File: src/rtl/audio_frame_rx.sv
module audio_frame_rx #(
  parameter int W = 16
) (
  input  logic         bit_clk,
  input  logic         rst_n,
  input  logic         frm_clk,
  input  logic         ser_din,
  input  logic [1:0]   fmt,
  input  logic [1:0]   chsel,
  output logic [W-1:0] sample,
  output logic         smp_vld,
  output logic         frm_err
);
  localparam int CW = $clog2(4*W) + 1;
  localparam logic [CW-1:0] CMAX = '1;
  localparam logic [CW-1:0] WLEN = CW'(W);
  localparam logic [CW-1:0] LEN2 = CW'(2*W);
  localparam logic [CW-1:0] LEN3 = CW'(3*W);
  localparam logic [CW-1:0] LEN4 = CW'(4*W);

  logic          fclk_q, seen_q;
  logic [CW-1:0] idx_q, flen_q;
  logic [W-1:0]  sh_q, left_q;

  logic tdm, lj, lag;
  assign tdm = fmt[1];
  assign lj  = (fmt == 2'd1);
  assign lag = !lj;

  logic rise, fall, half_start, frame_start;
  assign rise        = frm_clk & ~fclk_q;
  assign fall        = ~frm_clk & fclk_q;
  assign half_start  = tdm ? rise : (rise | fall);
  assign frame_start = (tdm | lj) ? rise : fall;

  logic [CW-1:0] idx_n, pos, lo;
  assign idx_n = half_start ? '0 : ((idx_q == CMAX) ? idx_q : idx_q + 1'b1);
  // lagged formats: this cycle's bit belongs to the previous cycle's slot
  assign pos   = lag ? idx_q : idx_n;

  logic lvl, on_left;
  assign lvl     = lag ? fclk_q : frm_clk;
  assign on_left = lj ? lvl : ~lvl;

  assign lo = (tdm && chsel[0]) ? WLEN : '0;

  logic seen, take, done, emit;
  assign seen = seen_q | (frame_start & ~lag);
  assign take = seen && (pos >= lo) && (pos < lo + WLEN);
  assign done = take && (pos == lo + WLEN - 1'b1);
  assign emit = done && (tdm || ((chsel == 2'd0) ? on_left : !on_left));

  logic [W-1:0] word, avg, value;
  logic [W:0]   sum;
  assign word  = {sh_q[W-2:0], ser_din};
  assign sum   = {left_q[W-1], left_q} + {word[W-1], word};
  assign avg   = sum[W:1];
  assign value = (!tdm && chsel[1]) ? avg : word;

  logic legal, overrun;
  assign legal   = (flen_q == LEN2) || (flen_q == LEN3) || (flen_q == LEN4);
  assign overrun = seen_q && !frame_start && (flen_q == LEN4);

  always_ff @(posedge bit_clk or negedge rst_n) begin
    if (!rst_n) begin
      fclk_q  <= 1'b0;
      seen_q  <= 1'b0;
      idx_q   <= CMAX;
      flen_q  <= '0;
      sh_q    <= '0;
      left_q  <= '0;
      sample  <= '0;
      smp_vld <= 1'b0;
      frm_err <= 1'b0;
    end else begin
      fclk_q  <= frm_clk;
      idx_q   <= idx_n;
      smp_vld <= emit;
      if (frame_start) seen_q <= 1'b1;
      flen_q <= frame_start ? CW'(1) : ((flen_q == CMAX) ? flen_q : flen_q + 1'b1);
      if (take) sh_q <= word;
      if (done && !tdm && on_left) left_q <= word;
      if (emit) sample <= value;
      if (frame_start && seen_q) frm_err <= !legal;
      else if (overrun)          frm_err <= 1'b1;
    end
  end

  p_err_set_r9: assert property (@(posedge bit_clk) disable iff (!rst_n)
    (seen_q && frame_start && !legal) |=> frm_err);
  p_overrun_r9: assert property (@(posedge bit_clk) disable iff (!rst_n)
    overrun |=> frm_err);
  p_err_clear_r10: assert property (@(posedge bit_clk) disable iff (!rst_n)
    (seen_q && frame_start && legal) |=> !frm_err);
  p_vld_pulse_r8: assert property (@(posedge bit_clk) disable iff (!rst_n)
    smp_vld |=> !smp_vld);
  p_sample_hold_r8: assert property (@(posedge bit_clk) disable iff (!rst_n)
    $changed(sample) |-> smp_vld);
  p_quiet_r11: assert property (@(posedge bit_clk) disable iff (!rst_n)
    (!seen_q && !frame_start) |=> !smp_vld);
endmodule

File: config.mk
export PLATFORM = sky130hd
export DESIGN_NAME = audio_frame_rx
export DESIGN_NICKNAME = d
export VERILOG_FILES = /design/src/rtl/audio_frame_rx.sv
export SDC_FILE = /design/constraint.sdc
export NUM_CORES = 1
export LEC_CHECK = 0
export CORE_ASPECT_RATIO = 0.6
export CORE_MARGIN = 1
export CORE_UTILIZATION = 45
export DETAILED_ROUTE_END_ITERATION = 10
export DONT_BUFFER_PORTS = 1
export MAX_ROUTING_LAYER = met4
export PLACE_DENSITY = 0.73
export SYNTH_ARGS = -nofsm -noshare
export SYNTH_HDL_FRONTEND = slang
export SYNTH_SLANG_ARGS = --single-unit
export TNS_END_PERCENT = 50
File: constraint.sdc
create_clock -name bit_clk -period 4.1 [get_ports bit_clk]
set_input_delay 0.205 -clock bit_clk [delete_from_list [all_inputs] [get_ports bit_clk]]
set_output_delay 0.205 -clock bit_clk [all_outputs]
set_load 0.005 [all_outputs]
## Yosys cells after proc, flatten, opt, wreduce, memory -nomap -nowiden

Index checks and enable logic that the tools add are counted.

- Flip-flop bits (word level): 65
- Input bits: 8
- Output and inout bits: 18
- Word-level logic and storage cells: 67

- Add/sub/neg operators: 5
- $lt $le $gt $ge: 2
- Equal/unequal tests: 8
- Mux-type cells: 14
- Bitwise operators: 9
- Reduce and logical (&&, ||, !) cells: 20

Operators by type and width:

| operator | number |
|---|---|
| 7-bit two-way mux | 5 |
| 7-bit equality test (second input constant) | 3 |
| 16-bit by 16-bit adder with 17-bit output | 1 |
| 16-bit two-way mux | 1 |
| 7-bit by 1-bit adder with 7-bit output (second input constant) | 2 |
| 7-bit by 6-bit equality test with 1-bit output (second input constant) | 2 |
| 1-bit logical AND | 11 |
| 7-bit equality test | 1 |
| 7-bit by 5-bit >= comparator with 1-bit output | 1 |
| 7-bit less-than comparator | 1 |
| 1-bit two-way mux | 7 |
| 6-bit by 1-bit subtractor with 7-bit output (second input constant) | 1 |
| 5-bit by 5-bit adder with 6-bit output (second input constant) | 1 |
| 5-bit two-way mux | 1 |
| 1-bit logical NOT | 4 |
| 1-bit AND | 3 |
| 1-bit logical OR | 3 |
| 1-bit NOT | 3 |
| 1-bit bitwise OR | 3 |
| 2-bit by 1-bit equality test with 1-bit output (second input constant) | 1 |
| 2-bit logical NOT | 1 |
| 2-bit != test (second input constant) | 1 |
| 2-bit nonzero test | 1 |

## Logic depth before layout (Yosys ltp)

- Depth in word-level cells: 12
- Mapped depth: 17
- Gate-level depth less buffers: 14

## Worst setup path after synthesis

Ideal clock, no wire load.

- Path kind: register -> register
- Start point: register idx_q[0]
- End point: register left_q[10]
- Setup time: 0.125 ns
- Data arrival time: 3.751 ns
- Required time: 3.975 ns
- Setup slack: 0.225 ns
- Stages on the path, launching flop included: 18
- Buffers on the path: 3
- Clock period less this slack: 3.875 ns
- Cells stage by stage: dfstp_2 > ha_1 > nand3_2 > or2_1 > buf_6 > nand4_1 > xor2_1 > nor2_1 > mux2i_1 > ha_1 > nor2b_1 > or4_1 > or4_4 > nor3_1 > and3_1 > buf_4 > buf_6 > mux2_2

- Cells in the longest elaborated chain, start to end: 10
- Elaborated cells between the ends (all ways): 13
- Those cells by class: add/sub (1); order compare (2); eq/ne (2); mux (3); reduce/logical (5)

Ends and longest elaborated chain:

| what | line | source |
|---|---|---|
| from (decl) | 22 | `logic [CW-1:0] idx_q, flen_q;` |
| from (signal assigned) | 77 | `idx_q <= idx_n;` |
| 7-bit by 1-bit adder with 7-bit output or 7-bit equality test (tied branches) | 37 | `assign idx_n = half_start ? '0 : ((idx_q == CMAX) ? idx_q : idx_q + 1'b1);` |
| 7-bit two-way mux * (2 in series) | 37 |  |
| net idx_n[4] | 36 | `logic [CW-1:0] idx_n, pos, lo;` |
| 7-bit two-way mux * | 39 | `assign pos = lag ? idx_q : idx_n;` |
| 7-bit by 5-bit >= comparator with 1-bit output | 49 | `assign take = seen && (pos >= lo) && (pos < lo + WLEN);` |
| 1-bit logical AND (2 in series) | 49 |  |
| 1-bit logical AND * | 50 | `assign done = take && (pos == lo + WLEN - 1'b1);` |
| 1-bit logical AND * (2 in series) | 82 | `if (done && !tdm && on_left) left_q <= word;` |
| to (signal assigned) | 82 |  |
| to (decl) | 23 | `logic [W-1:0] sh_q, left_q;` |

The timed path passes the listed nets; every way through them passes the cells marked *.
A chain may end at the register's enable or synchronous reset.

## Worst setup path after layout

Same ends and word-level chain as after synthesis.

==> metrics.txt <==
run status=finished, final reports clean; maximum frequency from static timing analysis=approximately 260 MHz; flip-flop and latch count after synthesis=65; Worst EP arrival=4.11 ns; total via count after detailed routing=~2900; Least-Margin Pin Slew=between 0.8 and 0.9 ns; synthesized netlist cell count=384; number of placed I/O pins=26; Critical Path Start Type=register; commonest non-fill, non-tap cells in the layout=58 x dfrtp_1, 42 x nor2_1, 33 x mux2_2; synthesized-area fraction occupied by adder cells=8.12%; number of CTS-inserted buffers=9; post-route setup slack=approximately 0.21 ns; TritonCTS clock tree=built; cell internal pwr=between 1.5 and 2 mW; post-route antenna net violation count=0; peak fanout along the critical path=16; proportion of synthesized area in mux cells=10.9%; gp weighted congestion=about 0.85; category of cells accounting for the largest share of critical-path delay=simple AND/OR/NAND/NOR gates; Max stage delay on crit path=0.59 ns; H-tree level count=3; clock network latency to the later pin of the worst-skew pair=~0.34 ns; total negative slack=0 ns; relative slew slack=between 40 and 50%; total detailed-routing wirelength=8200 um; area of the placeable core=~8000 um^2; clock transition at the registers of the reported paths=~0.050 ns; Final Hold Violating Endpoints=0; net load switching power=685 uW; All-Layer GR Usage=about a fifth; time the worst path needs with I/O delays and setup=about 3.9 ns; Pins Over Slew Limit=0; Clock power frac=between 30% and 40%; Synth Area in Simple Gates=16.3%; antenna violations before repair=0; maximum number of buffers from clock root to sink=2; final worst path period share=between 90 and 100%; synthesized-area fraction occupied by ao, oa, aoi and oai cells=approximately 15%; switching power as a share of total power=30.6%; Setup Skew=about 0.007 ns; total design power=2.24 mW; maximum number of pins on one net before global-route repair=66; ANT cells=0; Synth-to-Final Area Change=13.2%; total number of placement rows=25; number of violations of the max-capacitance limit=0; largest cells by area after synthesis=dfrtp_1 38%, mux2_2 9.8%, ha_1 7.6%; post-route DRC violation count=0; root buffer cell=clkbuf_16; final instance area=between 4000 and 5000 um^2; starting density of the core=a little under half; post-synthesis async set-or-reset flop share=100%; number of enable flip-flop cells after synthesis=0; commonest non-fill, non-tap cell in the layout=dfrtp_1; synthesized area divided by synthesized cell count=between 9 and 10 um^2; vertical die dimension=73.1 um; Port Buffer Count=0; power share of the sequential group=38.5%; worst path cell trace=ha_1 -> nand3_2 -> or2_1 -> nand4_1 -> xor2_1 -> nor2_1 -> mux2i_1 -> ha_1 -> nor2b_1 -> or4_1 -> or4_4 -> nor3_2 -> and3_4 -> buf_12 -> mux2_2; Worst Setup Path Type=reg2reg; power density over the cells=521 nW/um^2; DR pass1 iterations=4; pre-CTS setup slack=0.118 ns; net count of the mapped netlist=between 400 and 500; Yosys Warn Count=0; power share of the combinational group=between 20% and 30%; Placed Instance Area=3910 um^2; final global-route overflow total=0; first-pass GRT wire length=around 14000 um; width of the die=120 um; Synth Cell Area=between 3000 and 4000 um^2; Top FF cell, synth=dfrtp_1; Max IR drop VDD=between 0.2 and 0.25 mV; number of global-route vias before repair=2667; routed wire length per instance=16.3 um; CP Buf/Inv Count=1; proportion of synthesized chip area in sequential cells=~43%; final net count=422; largest family of logic cells by synthesized area=simple AND/OR/NAND/NOR gates; smallest hold slack=approximately 0.020 ns; endpoint class of the critical path=register; leakage power total=approximately 1.9 nW; drt first-iter violations=270; post-synth cell types=47; share of Yosys cell area claimed by the top area cell type=approximately two fifths; post-synthesis cell type with the largest combined area=dfrtp_1; number of vias per cell after detailed routing=around 5.8; final setup violation count=0; most frequent CP cell=ha_1; data required time at the worst endpoint=about 4.3 ns; DIE AREA=between 8000 and 9000 um^2; cell with the largest stage delay on the worst path=dfstp_2; share of post-route cells with drive strength above 1=between 10% and 20%; XOR/XNOR share of the synthesized area=3.23%; hpwl dp=around 5800 um; path class of the lowest-slack min-delay path=in2reg; CTS Sinks=65
## flip-flops by register name, indices dropped and copies added, names as in the netlist
name     count
fclk_q       1
flen_q       7
frm_err      1
idx_q        7
left_q      16
sample      16
seen_q       1
sh_q        15
smp_vld      1
## repair_timing
item,CTS,global route
hold buffers,3,0
setup endpoints to repair,0,23
hold endpoints to repair,66,0
setup buffers,0,1
resized for setup,0,3
## area by class of cell
class                   count  area, um^2
multi-input cells         295        2050
inverters                   9        33.8
clock buffers              14         264
repair buffers             10         113
clock inverters             2        60.1
well taps                 108         135
fillers                   731        3720
flip-flops and latches     65        1640
## routing by layer
metal / wire length, um / up-vias / share of wire (%) / track usage (%)
li1: - / 1398 / - / -
met1: 4140 / 1417 / 51 / 29.6
met2: 3480 / 87 / 42 / 29.2
met3: 487 / 11 / 5.9 / 6.64
met4: 88 / 0 / 1.1 / 5.35
met5: 0 / - / 0 / -
## per-stage QoR
| step | util (%) | cells |
|---|---|---|
| floorplan | - | 384 |
| finish | 53.6 | 503 |
| detailed placement | 48.8 | 484 |
| global placement | 48.8 | 484 |
| CTS | 53.4 | 503 |
| global route | 53.6 | 503 |
## power groups by stage
| stage | sequential (mW) | clock, mW | combinational, mW |
|---|---|---|---|
| floorplan | 0.828 | 0 | 0.426 |
| global placement | 0.861 | 0 | 0.492 |
| detailed placement | 0.868 | 0 | 0.512 |
| CTS | 0.860 | 0.852 | 0.535 |
| global route | 0.880 | 0.882 | 0.608 |
| finish | 0.861 | 0.839 | 0.537 |
## cell families after synthesis
group	Yosys count
AOI/OAI and AO/OA	92
and+or+nand+nor	128
buffers and inverters	24
adders and majority gates	24
xor gates and xnor gates	14
muxes	37
DFF	65
## worst register-to-register path, cell delays in order (launching register included)
cell     delay (ns)
dfstp_2        0.59
ha_1           0.21
nand3_2        0.11
or2_1          0.25
nand4_1        0.10
xor2_1         0.15
nor2_1         0.07
mux2i_1        0.21
ha_1           0.18
nor2b_1        0.04
or4_1          0.52
or4_4          0.47
nor3_2         0.14
and3_4         0.22
buf_12         0.16
mux2_2         0.35
## Yosys cell counts, types with 3 or more instances
cell type and count:
nor3_1 11, o21ai_1 8, clkbuf_1 6, xor2_1 5, mux2_2 33, o21ai_0 12, nand2_1 29, or2_2 3
nand3_1 8, buf_4 3, nand4_1 5, dfrtp_1 58, xnor2_1 9, o21a_1 5, mux2i_1 4, a31oi_1 9
dfstp_2 7, ha_1 23, a21oi_1 32, a21o_1 5, buf_6 3, nor2_1 42, and3_1 5, nor2b_1 7
o31a_1 3, nand2b_1 6, or4_1 4, a211oi_1 7, inv_1 9
## final timing paths
path	start	endpoint	slack, ns	cells after the start
worst max-delay path	idx_q[0]	left_q[10]	0.21	15
worst min-delay path	ser_din	sh_q[0]	0.02	1
worst max register to register	idx_q[0]	left_q[10]	0.21	15
worst min register to register	idx_q[1]	idx_q[1]	0.50	2
max in group asynchronous	rst_n	idx_q[4]	3.36	2
min in group asynchronous	rst_n	sample[14]	0.40	2
Power figures use the tool's default switching activity.
